`src/rtl/hlp_pkg.sv`:
```
package hlp_pkg;
  typedef enum logic [1:0] {
    PS_IDLE  = 2'd0,
    PS_GUARD = 2'd1,
    PS_DRIVE = 2'd2,
    PS_COOL  = 2'd3
  } prot_st_e;

  function automatic int max3(input int a, input int b, input int c);
    int m;
    m = (a > b) ? a : b;
    return (m > c) ? m : c;
  endfunction

  function automatic int cnt_width(input int top);
    int w;
    w = $clog2(top + 1);
    return (w < 1) ? 1 : w;
  endfunction

  function automatic logic in_protect(input prot_st_e s);
    return s != PS_IDLE;
  endfunction
endpackage

```
`src/rtl/hlp_delay.sv`:
```
module hlp_delay #(
  parameter int W = 4
) (
  input  logic         clk,
  input  logic         rst_n,
  input  logic         tick_i,
  input  logic         load_i,
  input  logic [W-1:0] len_i,
  output logic         done_o
);
  logic [W-1:0] cnt_q;

  always_ff @(posedge clk or negedge rst_n) begin
    if (!rst_n)                        cnt_q <= '0;
    else if (load_i)                   cnt_q <= len_i;
    else if (tick_i && cnt_q != '0)    cnt_q <= cnt_q - W'(1);
  end

  assign done_o = (cnt_q == '0);

  a_r10_no_tick_holds: assert property (@(posedge clk) disable iff (!rst_n)
    (!load_i && !tick_i) |=> $stable(cnt_q));
  a_r10_tick_steps: assert property (@(posedge clk) disable iff (!rst_n)
    (!load_i && tick_i && cnt_q != '0) |=> (cnt_q == $past(cnt_q) - W'(1)));
endmodule

```
`src/rtl/hlp_meas.sv`:
```
module hlp_meas #(
  parameter int W      = 4,
  parameter int SETTLE = 5
) (
  input  logic clk,
  input  logic rst_n,
  input  logic tick_i,
  input  logic start_i,
  input  logic det_low_i,
  output logic det_en_o,
  output logic sample_o,
  output logic low_flag_o
);
  logic busy_q;
  logic low_q;
  logic settle_done;
  logic launch;

  assign launch   = !busy_q && start_i;
  assign sample_o = busy_q && settle_done;

  hlp_delay #(.W(W)) i_settle (
    .clk    (clk),
    .rst_n  (rst_n),
    .tick_i (tick_i),
    .load_i (launch),
    .len_i  (W'(SETTLE)),
    .done_o (settle_done)
  );

  always_ff @(posedge clk or negedge rst_n) begin
    if (!rst_n) begin
      busy_q <= 1'b0;
      low_q  <= 1'b0;
    end else begin
      if (launch)        busy_q <= 1'b1;
      else if (sample_o) busy_q <= 1'b0;
      if (sample_o)      low_q  <= det_low_i;
    end
  end

  assign det_en_o   = busy_q;
  assign low_flag_o = low_q;

  a_r2_enable_drops_after_settle: assert property (@(posedge clk) disable iff (!rst_n)
    $fell(det_en_o) |-> $past(settle_done));
  a_r3_flag_moves_on_sample_only: assert property (@(posedge clk) disable iff (!rst_n)
    !sample_o |=> $stable(low_flag_o));
  a_r2_sample_needs_enable: assert property (@(posedge clk) disable iff (!rst_n)
    sample_o |-> det_en_o);
endmodule

```
`src/rtl/hlp_fsm.sv`:
```
module hlp_fsm
  import hlp_pkg::*;
#(
  parameter int W     = 6,
  parameter int GUARD = 10,
  parameter int COOL  = 40
) (
  input  logic clk,
  input  logic rst_n,
  input  logic tick_i,
  input  logic heavy_req_i,
  input  logic heavy_done_i,
  input  logic sample_i,
  input  logic sample_low_i,
  input  logic low_flag_i,
  output logic protect_o,
  output logic drive_ok_o
);
  prot_st_e     st_q, st_d;
  logic         win_done;
  logic         win_load;
  logic [W-1:0] win_len;

  logic enter_evt;
  logic guard_done;
  logic cool_done;
  logic relapse_evt;
  logic resume_evt;

  assign enter_evt   = (st_q == PS_IDLE) && (heavy_req_i || (sample_i && sample_low_i));
  assign guard_done  = (st_q == PS_GUARD) && win_done;
  assign resume_evt  = (st_q == PS_COOL) && heavy_req_i;
  assign cool_done   = (st_q == PS_COOL) && !heavy_req_i && win_done;
  assign relapse_evt = cool_done && low_flag_i;

  always_comb begin
    st_d     = st_q;
    win_load = 1'b0;
    win_len  = W'(GUARD);
    unique case (st_q)
      PS_IDLE: if (enter_evt) begin
        st_d     = PS_GUARD;
        win_load = 1'b1;
      end
      PS_GUARD: if (guard_done) st_d = PS_DRIVE;
      PS_DRIVE: if (heavy_done_i) begin
        st_d     = PS_COOL;
        win_load = 1'b1;
        win_len  = W'(COOL);
      end
      PS_COOL: begin
        if (resume_evt) st_d = PS_DRIVE;
        else if (relapse_evt) begin
          win_load = 1'b1;
          win_len  = W'(COOL);
        end else if (cool_done) st_d = PS_IDLE;
      end
      default: st_d = PS_IDLE;
    endcase
  end

  hlp_delay #(.W(W)) i_window (
    .clk    (clk),
    .rst_n  (rst_n),
    .tick_i (tick_i),
    .load_i (win_load),
    .len_i  (win_len),
    .done_o (win_done)
  );

  always_ff @(posedge clk or negedge rst_n) begin
    if (!rst_n) st_q <= PS_IDLE;
    else        st_q <= st_d;
  end

  assign protect_o  = in_protect(st_q);
  assign drive_ok_o = (st_q == PS_DRIVE);

  a_r11_permit_inside_protect: assert property (@(posedge clk) disable iff (!rst_n)
    drive_ok_o |-> protect_o);
  a_r6_permit_after_guard: assert property (@(posedge clk) disable iff (!rst_n)
    $rose(drive_ok_o) |-> $past(guard_done || resume_evt));
  a_r7_exit_from_cooldown: assert property (@(posedge clk) disable iff (!rst_n)
    $fell(protect_o) |-> $past(cool_done && !low_flag_i));
  a_r5_request_enters: assert property (@(posedge clk) disable iff (!rst_n)
    (!protect_o && heavy_req_i) |=> (protect_o && !drive_ok_o));
  a_r8_resume_immediate: assert property (@(posedge clk) disable iff (!rst_n)
    resume_evt |=> drive_ok_o);
  a_r9_relapse_holds: assert property (@(posedge clk) disable iff (!rst_n)
    relapse_evt |=> (protect_o && !drive_ok_o));
endmodule

```
`src/rtl/hlp_ctrl.sv`:
```
module hlp_ctrl #(
  parameter int SETTLE_TICKS = 5,
  parameter int GUARD_TICKS  = 10,
  parameter int COOL_TICKS   = 40
) (
  input  logic clk,
  input  logic rst_n,
  input  logic tick_i,
  input  logic meas_req_i,
  input  logic det_low_i,
  input  logic heavy_req_i,
  input  logic heavy_done_i,
  output logic det_en_o,
  output logic protect_o,
  output logic drive_ok_o
);
  localparam int CNT_W = hlp_pkg::cnt_width(
    hlp_pkg::max3(SETTLE_TICKS, GUARD_TICKS, COOL_TICKS));

  logic sample_evt;
  logic low_flag;

  hlp_meas #(.W(CNT_W), .SETTLE(SETTLE_TICKS)) i_meas (
    .clk        (clk),
    .rst_n      (rst_n),
    .tick_i     (tick_i),
    .start_i    (meas_req_i),
    .det_low_i  (det_low_i),
    .det_en_o   (det_en_o),
    .sample_o   (sample_evt),
    .low_flag_o (low_flag)
  );

  hlp_fsm #(.W(CNT_W), .GUARD(GUARD_TICKS), .COOL(COOL_TICKS)) i_fsm (
    .clk          (clk),
    .rst_n        (rst_n),
    .tick_i       (tick_i),
    .heavy_req_i  (heavy_req_i),
    .heavy_done_i (heavy_done_i),
    .sample_i     (sample_evt),
    .sample_low_i (det_low_i),
    .low_flag_i   (low_flag),
    .protect_o    (protect_o),
    .drive_ok_o   (drive_ok_o)
  );

  a_r3_low_entry_needs_sample: assert property (@(posedge clk) disable iff (!rst_n)
    (!protect_o && !heavy_req_i && !sample_evt) |=> !protect_o);
endmodule

```
`config.mk`:
```
export PLATFORM = sky130hd
export DESIGN_NAME = hlp_ctrl
export DESIGN_NICKNAME = d
export VERILOG_FILES = /design/src/rtl/hlp_pkg.sv /design/src/rtl/hlp_delay.sv /design/src/rtl/hlp_meas.sv /design/src/rtl/hlp_fsm.sv /design/src/rtl/hlp_ctrl.sv
export SDC_FILE = /design/constraint.sdc
export NUM_CORES = 1
export LEC_CHECK = 0
export BUFFER_PORTS_ARGS = -buffer_cell sky130_fd_sc_hd__buf_2
export CORE_ASPECT_RATIO = 1.2
export CORE_MARGIN = 5
export CORE_UTILIZATION = 25
export DETAILED_ROUTE_END_ITERATION = 10
export PLACE_DENSITY = 0.48
export SETUP_SLACK_MARGIN = 0.3
export SLEW_MARGIN = 40
export SYNTH_ARGS = -nofsm -noshare
export SYNTH_HDL_FRONTEND = slang
export SYNTH_SLANG_ARGS = --single-unit
```
`constraint.sdc`:
```
create_clock -name clk -period 1.7 [get_ports clk]
set_input_delay 0.34 -clock clk [delete_from_list [all_inputs] [get_ports clk]]
set_output_delay 0.34 -clock clk [all_outputs]
set_load 0.005 [all_outputs]
```
==> run_results.csv, run 1 <==
group,metric,value,unit
pwr,switching_share,37.76,%
global_routing,overflow,0,
clocking,cts_tree,"yes",
run,drv_cap,0,
run_status,violations,"setup timing",
clocking,clock_sinks,16,
die,pin_count,10,
place,gp_congestion,0.7709,
synth,yosys.area.top_type,"dfrtp_1",
global_routing,grt_pass1_vias,850,
clocking,clkTransAtPathRegs,0.07,ns
clocking,clockBufferDepth,2,
global_routing,grt_pass1_wl,3739,um
layout,drive_gt1_share,50.39,%
layout,nets,139,
critical_path,cp.required,1.84,ns
layout,areaGrowthSynthToFinish,50.34,%
synth,yosys_warnings,0,
detailed_routing,drtIter0Drc,14,
detailed_routing,drt-vias-per-instance,4.559,
pwr,switching_power,0.0008546,W
pwr,p_comb_share,53.5,%
layout,layout_common_cells,"buf_4 (15), dfrtp_1 (14), buf_2 (8), nor2_1 (7), nand2_1 (6)",
detailed_routing,drt_wl_total,2238,um
place,dp_cells,165,
detailed_routing,dr.pass1.iters,4,
synth,synth.avg_cell_area,9.610,sq um
sta,fin_crit_sh,105.9,%
place,port_buffers,9,
detailed_routing,routed-via-count,816,
layout,nFillCells,362,
sta,setup_tns,-0.4252,ns
die,start_util,25.65,%
synth,synth_seq_area_share,42.95,%
die,rows,24,
critical_path,r2r_slack,-0.10,ns
clocking,clock_latency,0.25,ns
die,die_w,65.74,um
clocking,postCtsHoldBufs,0,
layout,final_common_cell,"buf_4",
clocking,root_buffer,"clkbuf_8",
critical_path,critPathArrivalTime,1.94,ns
critical_path,start_kind,"register",
pwr,pwr-share-seq,31.2,%
critical_path,critPathKind,"register to register",
sta,fin_skew,0.004173,ns
global_routing,antenna_found_initial,0,
clocking,htreeDepth,1,
pwr,p_int,0.001409,W
pwr,p_clk_share,15.3,%
synth,synth-seq-cells,16,
sta,hold_viol,0,
synth,synth_fp_nets,108,
sta,fmax,0.5554,GHz
sta,relSlewSlack,72.34,%
synth,yosysUniqueCellTypes,34,
worst_hold_path,hold_class,"input pin to async pin",
sta,worst_pin_slew,0.4148,ns
layout,layoutNonFillerInstCount,179,
synth,syn_area,932.1,sq um
detailed_routing,ant_nets,0,
die,fp.dieH,76.89,um
synth,synthCells,97,
place,hpwl,1523,um
sta,finalCriticalPeriod,1.800,ns
critical_path,critPathCaptureType,"register",
pwr,max-vdd-ir-drop,759.2,uV
synth,yosysTopAreaCellShare,42.95,%
sta,setup_viol,7,
die,die-area,0.005055,sq mm
critical_path,worstPathMaxFanout,3,
run_status,status,"finished with violations",
detailed_routing,drc,0,
sta,rsz0062_at_grt,"yes",
die,core_area,0.003633,sq mm
synth,synthTopCellsByArea,"dfrtp_1 (43%), ha_1 (5.4%), nor2_1 (4.0%)",
sta,setup_slack,-0.1004,ns
pwr,power.density,1615,mW/mm^2
sta,slew_viol_final,0,
global_routing,grt_max_degree,17,
clocking,cts_buffers,3,
pwr,p_leak,0.5902,nW
detailed_routing,routedWlPerCell,12.50,um
layout,antennaDiodeCount,0,
global_routing,grt_use_total,9.443,%
## kinds of logic (layout without fill, tap and decap cells)
kind of cell / Yosys count / after routing / synth area share [%]
AOI/OAI and AO/OA: 22 / 22 / 17.58
buffers and inverters: 9 / 39 / 3.624
and+or+nand+nor: 37 / 37 / 21.21
adders and majority gates: 4 / 4 / 5.369
xor gates and xnor gates: 5 / 5 / 4.699
muxes: 4 / 4 / 4.564
DFF: 16 / 16 / 42.95
## per-stage QoR
stage               util, %  hold WS [ns]  setup slack [ns]  total power, W  cell area (sq um)
finish                38.57     0.0007745           -0.1004        0.002263               1401
global route          38.57       0.02564           -0.1696        0.002460               1401
CTS                   33.92       0.01898          -0.08834        0.001998               1232
detailed placement    30.72        0.2913          -0.09815        0.001526               1116
global placement      30.72        0.2897          -0.08121        0.001506               1116
floorplan                 -       0.04441          -0.08878        0.001255              949.7
## state kept, by name, summed over array words and instances (netlist names)
register / count
i_fsm.i_window.cnt_q: 6
i_fsm.st_q: 2
i_meas.det_en_o: 1
i_meas.i_settle.cnt_q: 6
i_meas.low_flag_o: 1
## cells in the mapped netlist (all sizes together)
library cell	instances
clkbuf	1
or4b	2
xnor2	2
nor3	4
nor2	11
and3	1
a21oi	7
nand2	8
mux2	2
xor2	3
nand2b	2
inv	8
o21ai	4
ha	4
and4b	1
or3	4
dfrtp	16
nor2b	1
mux2i	2
a211oi	1
nand4	1
nand3b	1
a2bb2oi	1
o21a	3
o2bb2ai	1
or2	1
a31oi	1
o32ai	1
o2111ai	2
a211o	1
## power groups by stage
stage / sequential [W] / combinational (W) / clock (W)
after global placement: 0.000728 / 0.000778 / 0
final: 0.000706 / 0.00121 / 0.000346
after global routing: 0.000737 / 0.00134 / 0.000381
after floorplan: 0.000683 / 0.000572 / 0
after detailed placement: 0.000731 / 0.000795 / 0
after CTS: 0.000693 / 0.000949 / 0.000356
## cell type report
type	count	area, sq um	share of cell area [%]
Multi-Input combinational cell	72	650.6	46.43
Sequential cell	16	402.9	28.75
Timing Repair Buffer	27	197.7	14.11
Tap cell	52	65.06	4.643
Clock buffer	4	55.05	3.929
Inverter	8	30.03	2.143
## timing repair
item	in CTS	in global routing
setup buffers	6	4
pin swaps	3	8
endpoints found under the setup margin	14	16
resized for setup	6	28
## critical path, cell delays in order (launching register included)
cell,delay [ns]
dfrtp_1,0.40
inv_2,0.08
ha_4,0.12
or4b_4,0.50
nor2_4,0.12
a2bb2oi_2,0.16
mux2_4,0.31
## worst paths after layout
path,from,to,cells past startpoint
setup / recovery,i_fsm.i_window.cnt_q[0]$_DFFE_PN0P_,i_fsm.st_q[0]$_DFFE_PN0P_,6
max in group asynchronous,rst_n,i_fsm.st_q[1]$_DFFE_PN0P_,1
min in group clk,meas_req_i,i_meas.det_en_o$_DFFE_PN0P_,2
hold / removal,rst_n,i_fsm.i_window.cnt_q[0]$_DFFE_PN0P_,1
hold reg to reg,i_meas.low_flag_o$_DFFE_PN0N_,i_meas.low_flag_o$_DFFE_PN0N_,1
setup reg to reg,i_fsm.i_window.cnt_q[0]$_DFFE_PN0P_,i_fsm.st_q[0]$_DFFE_PN0P_,6
## layer usage
layer | vias to the layer above | GRT usage, % | routed length (um)
li1 | 404 | - | -
met1 | 401 | 11.03 | 927
met2 | 11 | 16.25 | 1250
met3 | 0 | 3.509 | 59
met4 | 0 | 1.867 | 0
met5 | - | 0 | 0
(Power assumes the default switching activity.)
==> run 2: changes to the inputs <==
--- a/config.mk
+++ b/config.mk
@@ -7,10 +7,11 @@
 export LEC_CHECK = 0
 export BUFFER_PORTS_ARGS = -buffer_cell sky130_fd_sc_hd__buf_2
 export CORE_ASPECT_RATIO = 1.2
-export CORE_MARGIN = 5
 export CORE_UTILIZATION = 25
+export CTS_CLUSTER_SIZE = 20
 export DETAILED_ROUTE_END_ITERATION = 10
 export PLACE_DENSITY = 0.48
+export REMOVE_ABC_BUFFERS = 1
 export SETUP_SLACK_MARGIN = 0.3
 export SLEW_MARGIN = 40
 export SYNTH_ARGS = -nofsm -noshare
==> run 2 against run 1 <==
The run ends with hold timing, setup timing left. Count of clock-buffer cells in the layout did not move. Flip-flop and latch count did not move. First-iteration DRC count rose by 21%. Register-to-register slack barely moved. Final area fell by 2.1%. Sequential power rose by 4.1%. Sequential share of layout area rose by 0.63 points. Utilization rose by 1.1 points. Global-route usage rose by 2.4 points. Fmax fell by 0.30%. Critical path type unchanged. Largest cell class unchanged.
==> run_results.csv, run 2 (synthesis gave the netlist of run 1 again) <==
group,metric,value,unit
run_status,status,"finished with violations",
run_status,violations,"hold timing, setup timing",
layout,antennaDiodeCount,0,
clocking,clockBufferDepth,2,
sta,fin_skew,0.003964,ns
clocking,clkTransAtPathRegs,0.07,ns
global_routing,grt_pass1_vias,816,
global_routing,antenna_found_initial,0,
place,gp_congestion,0.7558,
detailed_routing,dr.pass1.iters,4,
pwr,max-vdd-ir-drop,736.5,uV
detailed_routing,wl_met2,1236,um
pwr,power.density,1675,mW/mm^2
clocking,htreeDepth,1,
die,die-area,0.003978,sq mm
detailed_routing,drtIter0Drc,17,
sta,fmax,0.5538,GHz
detailed_routing,drt_wl_total,2277,um
layout,layout_common_cells,"buf_4 (16), dfrtp_1 (14), buf_2 (8), nand2_1 (7), nor2_1 (7)",
clocking,clock_latency,0.25,ns
sta,relSlewSlack,73.44,%
layout,final_common_cell,"buf_4",
place,port_buffers,9,
detailed_routing,top_layer_used,"met3",
layout,utilization,39.71,%
die,fp.dieH,68.89,um
die,start_util,26.99,%
sta,finalCriticalPeriod,1.806,ns
layout,drive_gt1_share,46.03,%
clocking,cts_buffers,3,
sta,setup_viol,7,
die,pin_count,10,
global_routing,grt_max_degree,17,
sta,worst_pin_slew,0.3975,ns
layout,largestRegisters,"i_fsm.i_window.cnt_q (6), i_meas.i_settle.cnt_q (6), i_fsm.st_q (2)",
sta,hold_viol,9,
critical_path,start_kind,"register",
sta,setup_slack,-0.1058,ns
pwr,p_comb_share,53.1,%
detailed_routing,ant_nets,0,
sta,slew_viol_final,0,
pwr,p_int,0.001415,W
pwr,switching_power,0.0008817,W
die,core_area,0.003453,sq mm
sta,rsz0062_at_grt,"yes",
global_routing,grt_use_total,11.88,%
global_routing,grt_pass1_wl,3581,um
global_routing,overflow,0,
critical_path,worstPathMaxFanout,5,
detailed_routing,m1WireLength,956,um
place,hpwl,1469,um
critical_path,critPathCaptureType,"register",
detailed_routing,route.met3.wl,85,um
pwr,pwr-share-seq,32.0,%
sta,whs,-0.003565,ns
die,die_w,57.74,um
run,drv_cap,0,
detailed_routing,drc,0,
clocking,root_buffer,"clkbuf_8",
critical_path,critPathKind,"register to register",
pwr,p_clk_share,14.9,%
critical_path,reg2reg_depth,7,
critical_path,cp.required,1.84,ns
clocking,clock_sinks,16,
die,rows,23,
sta,fin_crit_sh,106.2,%
pwr,p_leak,0.5808,nW
detailed_routing,drt-vias-per-instance,5.141,
detailed_routing,routedWlPerCell,13.97,um
pwr,switching_share,38.38,%
critical_path,critPathArrivalTime,1.94,ns
layout,areaGrowthSynthToFinish,47.11,%
layout,nets,138,
clocking,cts_tree,"yes",
worst_hold_path,hold_class,"input pin to async pin",
clocking,postCtsHoldBufs,0,
detailed_routing,routed-via-count,838,
-- run 2: layer usage --
metal / up-vias / GRT usage, %
met5: - / 0
met4: 0 / 1.786
met3: 0 / 4.104
met2: 17 / 22.24
met1: 418 / 13.35
li1: 403 / -
-- run 2: cell type report --
type,instances,area (sq um)
inverters,8,30.03
well taps,37,46.29
fillers,349,2082
clock buffers,4,55.05
flip-flops and latches,16,402.9
multi-input cells,72,654.4
repair buffers,26,182.7
-- run 2: timing repair --
| action | 4_1_cts | 5_1_grt |
|---|---|---|
| endpoints found under the hold margin | 0 | 0 |
| setup endpoints to repair | 14 | 16 |
| pin swaps | 8 | 12 |
| gates resized for setup | 12 | 23 |
| buffers inserted | 3 | 7 |
-- run 2: worst max-delay path, cell delays in order, from the launching register on --
cell and delay, ns:
dfrtp_1 0.39, inv_2 0.08, ha_4 0.13, or4b_4 0.50, nor2_4 0.13, buf_4 0.15, nor3_1 0.05, a211o_1 0.26
-- run 2: power groups by stage --
stage	clock network [W]	logic (W)	registers (W)
after global placement	0	0.000726	0.000724
after detailed placement	0	0.000742	0.000734
after global routing	0.000368	0.00134	0.000758
after floorplan	0	0.000518	0.000696
final	0.000342	0.00122	0.000735
after CTS	0.000354	0.000922	0.000737
-- run 2: through the flow --
stage                     setup TNS [ns]  cells  instance area [sq um]  total power (W)  setup WS (ns)
after global routing             -0.9599    163                   1371         0.002469        -0.1562
final                            -0.5031    163                   1371         0.002297        -0.1058
after CTS                        -0.5340    156                   1217         0.002013        -0.1191
after detailed placement         -0.6037    149                   1072         0.001476        -0.1286
after floorplan                  -0.1801     96                  928.4         0.001215        -0.1537
after global placement           -0.4540    149                   1072         0.001450       -0.09211
-- run 2: final timing paths --
check	startpoint	to	slack, ns
max in group asynchronous	rst_n	i_fsm.st_q[0]$_DFFE_PN0P_	1.41
hold / removal	rst_n	i_meas.i_settle.cnt_q[0]$_DFFE_PN0P_	-0.004
setup reg to reg	i_fsm.i_window.cnt_q[1]$_DFFE_PN0P_	i_fsm.i_window.cnt_q[3]$_DFFE_PN0P_	-0.11
min in group clk	meas_req_i	i_meas.det_en_o$_DFFE_PN0P_	0.31
hold reg to reg	i_meas.low_flag_o$_DFFE_PN0N_	i_meas.low_flag_o$_DFFE_PN0N_	0.56
setup / recovery	i_fsm.i_window.cnt_q[1]$_DFFE_PN0P_	i_fsm.i_window.cnt_q[3]$_DFFE_PN0P_	-0.11
==> run 3: changes to the inputs <==
--- a/config.mk
+++ b/config.mk
@@ -5,6 +5,7 @@
 export SDC_FILE = /design/constraint.sdc
 export NUM_CORES = 1
 export LEC_CHECK = 0
+export ABC_AREA = 1
 export BUFFER_PORTS_ARGS = -buffer_cell sky130_fd_sc_hd__buf_2
 export CORE_ASPECT_RATIO = 1.2
 export CORE_UTILIZATION = 25
@@ -12,7 +13,7 @@
 export DETAILED_ROUTE_END_ITERATION = 10
 export PLACE_DENSITY = 0.48
 export REMOVE_ABC_BUFFERS = 1
-export SETUP_SLACK_MARGIN = 0.3
+export SETUP_SLACK_MARGIN = 0.15
 export SLEW_MARGIN = 40
 export SYNTH_ARGS = -nofsm -noshare
 export SYNTH_HDL_FRONTEND = slang
==> constraint.sdc (replaced) <==
create_clock -name clk -period 1.7 [get_ports clk]
set_input_delay 0.17 -clock clk [delete_from_list [all_inputs] [get_ports clk]]
set_output_delay 0.17 -clock clk [all_outputs]
set_load 0.005 [all_outputs]
==> run 3 against run 2 <==
The flow now finishes without violations. Synthesized area up 5.1%. Clock power down 2%. Flip-flop and latch count unchanged. Highest routed layer is now met4. Sequential power up 2%. Fmax up 22%. Utilization down 7.5 points. Largest cell class unchanged. Critical path depth up 2.
==> run_results.csv, run 3 <==
group,metric,value,unit
synth,synthCells,122,
worst_hold_path,min_from,"det_low_i",
critical_path,reg2reg_depth,9,
detailed_routing,m1WireLength,883,um
place,gp_congestion,0.7673,
synth,synth_mux_area_share,0,%
clocking,clkTransAtPathRegs,0.07,ns
synth,yosys.area_share.simple,33.46,%
sta,slew_viol_final,0,
global_routing,grt_pass1_vias,785,
layout,nets,150,
global_routing,grt_use_total,10.63,%
synth,yosysUniqueCellTypes,24,
detailed_routing,dr.pass1.iters,4,
critical_path,r2r_slack,0.22,ns
synth,yosysTopAreaCellShare,40.87,%
place,port_buffers,9,
detailed_routing,drc,0,
run,drv_cap,0,
detailed_routing,drt-vias-per-instance,4.289,
sta,setup_viol,0,
synth,synth-seq-cells,16,
sta,fin_skew,0.006151,ns
synth,synth_compound_area_share,9.834,%
sta,setup_tns,0,ns
pwr,switching_power,0.0008868,W
die,pin_count,10,
critical_path,critPathCaptureType,"register",
synth,syn_area,979.7,sq um
detailed_routing,routedWlPerCell,10.51,um
detailed_routing,drtIter0Drc,13,
synth,synth_edf_count,0,
layout,largestRegisters,"i_fsm.i_window.cnt_q (6), i_meas.i_settle.cnt_q (6), i_fsm.st_q (2)",
global_routing,grt_max_degree,17,
critical_path,start_kind,"register",
die,die_w,59.15,um
synth,synthTopCellsByArea,"dfrtp_1 (41%), inv_1 (7.3%), nand2_1 (6.9%)",
pwr,p_comb_share,46.7,%
place,placed_area,0.001090,sq mm
clocking,clock_latency,0.25,ns
worst_hold_path,whs_endpoint,"i_meas.low_flag_o$_DFFE_PN0N_",
synth,async_flop_share,100.0,%
worst_hold_path,hold_class,"input pin to register",
detailed_routing,wl_met2,1060,um
die,fp.dieH,70.58,um
layout,areaGrowthSynthToFinish,21.46,%
detailed_routing,drt_wl_total,1996,um
critical_path,cp.required,1.84,ns
worst_hold_path,min_delay_path_depth,3,
layout,regArea,400.4,sq um
run_status,status,"finished clean",
detailed_routing,ant_nets,0,
clocking,clock_sinks,16,
pwr,switching_share,43.47,%
critical_path,critPathArrivalTime,1.62,ns
detailed_routing,route.met3.wl,36,um
synth,yosys_warnings,0,
pwr,pwr-share-seq,36.8,%
layout,final_area,0.001190,sq mm
pwr,power.density,1714,mW/mm^2
sta,worst_pin_slew,0.3729,ns
synth,synthXorXnorAreaFrac,2.682,%
critical_path,critPathKind,"register to register",
detailed_routing,routed-via-count,815,
critical_path,reg2reg_to,"i_fsm.i_window.cnt_q[5]$_DFFE_PN0P_",
clocking,cts_buffers,3,
die,core_area,0.003694,sq mm
clocking,cts_tree,"yes",
layout,antennaDiodeCount,0,
place,hpwl,1577,um
pwr,p_int,0.001153,W
synth,synth_ff_type,"dfrtp_1",
pwr,p_clk_share,16.5,%
sta,fmax,0.6771,GHz
critical_path,worstPathMaxFanout,6,
synth,synth.avg_cell_area,8.030,sq um
die,rows,24,
critical_path,rr_startpoint,"i_meas.i_settle.cnt_q[1]$_DFFE_PN0P_",
die,start_util,26.52,%
global_routing,antenna_found_initial,0,
global_routing,grt_pass1_wl,3332,um
layout,nFillCells,396,
synth,synth_seq_area_share,40.87,%
clocking,root_buffer,"clkbuf_8",
sta,rsz0062_at_grt,"yes",
synth,synth_fa_ha_area_share,5.109,%
detailed_routing,top_layer_used,"met4",
layout,layout_common_cells,"nand2_1 (17), inv_1 (16), nor2_1 (16), dfrtp_1 (16), buf_2 (9)",
layout,multiInputGateArea,520.5,sq um
sta,relSlewSlack,75.14,%
synth,synthTopCellsByCount,"inv_1 (19), nand2_1 (18), dfrtp_1 (16), nor2_1 (16)",
synth,synth_top_family_by_area,"simple AND/OR/NAND/NOR gates",
clocking,clockBufferDepth,2,
layout,final_common_cell,"nand2_1",
pwr,p_leak,0.5929,nW
clocking,htreeDepth,1,
die,die-area,0.004174,sq mm
synth,yosys.area.top_type,"dfrtp_1",
sta,fin_crit_sh,86.88,%
pwr,max-vdd-ir-drop,542.9,uV
layout,drive_gt1_share,28.99,%
global_routing,overflow,0,
sta,hold_viol,0,
synth,synth_most_common_cell,"inv_1",
sta,finalCriticalPeriod,1.477,ns
## run 3: cell count changes in the layout (fill, tap and decap cells not counted), moves of 4 or more
cell     delta
nand2_1    +10
o21ai_0     +6
nor2_1      +9
nand3_1     +7
inv_1      +10
nor3_1      -4
nand2_2     +5
buf_4      -14
## run 3: kinds of logic (layout without fill, tap and decap cells)
| group | count (synthesis) | count (layout) |
|---|---|---|
| and+or+nand+nor | 61 | 61 |
| buffers and inverters | 21 | 37 |
| AOI/OAI and AO/OA | 17 | 17 |
| DFF | 16 | 16 |
| adders and majority gates | 4 | 4 |
| xor gates and xnor gates | 3 | 3 |
## run 3: critical path: stages (launching register included)
cell and delay [ns]:
dfrtp_1 0.39, inv_2 0.07, ha_1 0.16, nand2_2 0.08
nor2_4 0.14, nand4_4 0.13, nand2_2 0.12, nand2_4 0.08
a21boi_2 0.15, nor2_1 0.05
## run 3: worst max-delay path by stage
stage	start	end	slack [ns]	cells past startpoint
after global routing	i_fsm.i_window.cnt_q[1]$_DFFE_PN0P_	i_fsm.i_window.cnt_q[5]$_DFFE_PN0P_	0.13	8
after global placement	i_meas.i_settle.cnt_q[0]$_DFFE_PN0P_	i_fsm.i_window.cnt_q[5]$_DFFE_PN0P_	0.20	9
after CTS	i_meas.i_settle.cnt_q[0]$_DFFE_PN0P_	i_fsm.i_window.cnt_q[5]$_DFFE_PN0P_	0.16	9
final	i_meas.i_settle.cnt_q[1]$_DFFE_PN0P_	i_fsm.i_window.cnt_q[5]$_DFFE_PN0P_	0.22	9
after detailed placement	i_meas.i_settle.cnt_q[0]$_DFFE_PN0P_	i_fsm.i_window.cnt_q[5]$_DFFE_PN0P_	0.17	9
after floorplan	i_fsm.i_window.cnt_q[0]$_DFFE_PN0P_	i_fsm.i_window.cnt_q[3]$_DFFE_PN0P_	0.37	8
## run 3: power groups by stage
stage / sequential [W] / combinational [W] / clock [W]
2_1_floorplan: 0.000705 / 0.000698 / 0
3_3_place_gp: 0.000740 / 0.000870 / 0
3_5_place_dp: 0.000747 / 0.000897 / 0
5_1_grt: 0.000775 / 0.00109 / 0.000369
4_1_cts: 0.000740 / 0.000901 / 0.000356
6_report: 0.000752 / 0.000953 / 0.000336
## run 3: repair_timing
item,CTS,global route
setup buffers,0,2
gates resized for setup,0,7
endpoints found under the hold margin,16,0
setup endpoints to repair,0,8
hold buffers,1,0
## run 3: layer usage
layer | global-route usage (%) | vias to the layer above
met5 | 0 | -
met3 | 2.194 | 2
met2 | 18.18 | 6
li1 | - | 428
met1 | 12.54 | 379
met4 | 4.762 | 0
## run 3: area by class of cell
| class | count | area share [%] |
|---|---|---|
| multi-input cells | 85 | 43.74 |
| flip-flops and latches | 16 | 33.65 |
| inverters | 21 | 6.625 |
| repair buffers | 12 | 5.889 |
| well taps | 52 | 5.468 |
| clock buffers | 4 | 4.627 |
## run 3: through the flow
step	hold WS [ns]	setup slack [ns]	cells	total power, W	util (%)
floorplan	-0.1256	0.3671	122	0.001403	-
global placement	0.1182	0.2022	183	0.001609	29.51
detailed placement	0.1233	0.1682	183	0.001644	29.51
CTS	0.2153	0.1568	188	0.001997	31.27
global route	0.2102	0.1318	190	0.002238	32.22
finish	0.2068	0.2231	190	0.002040	32.22
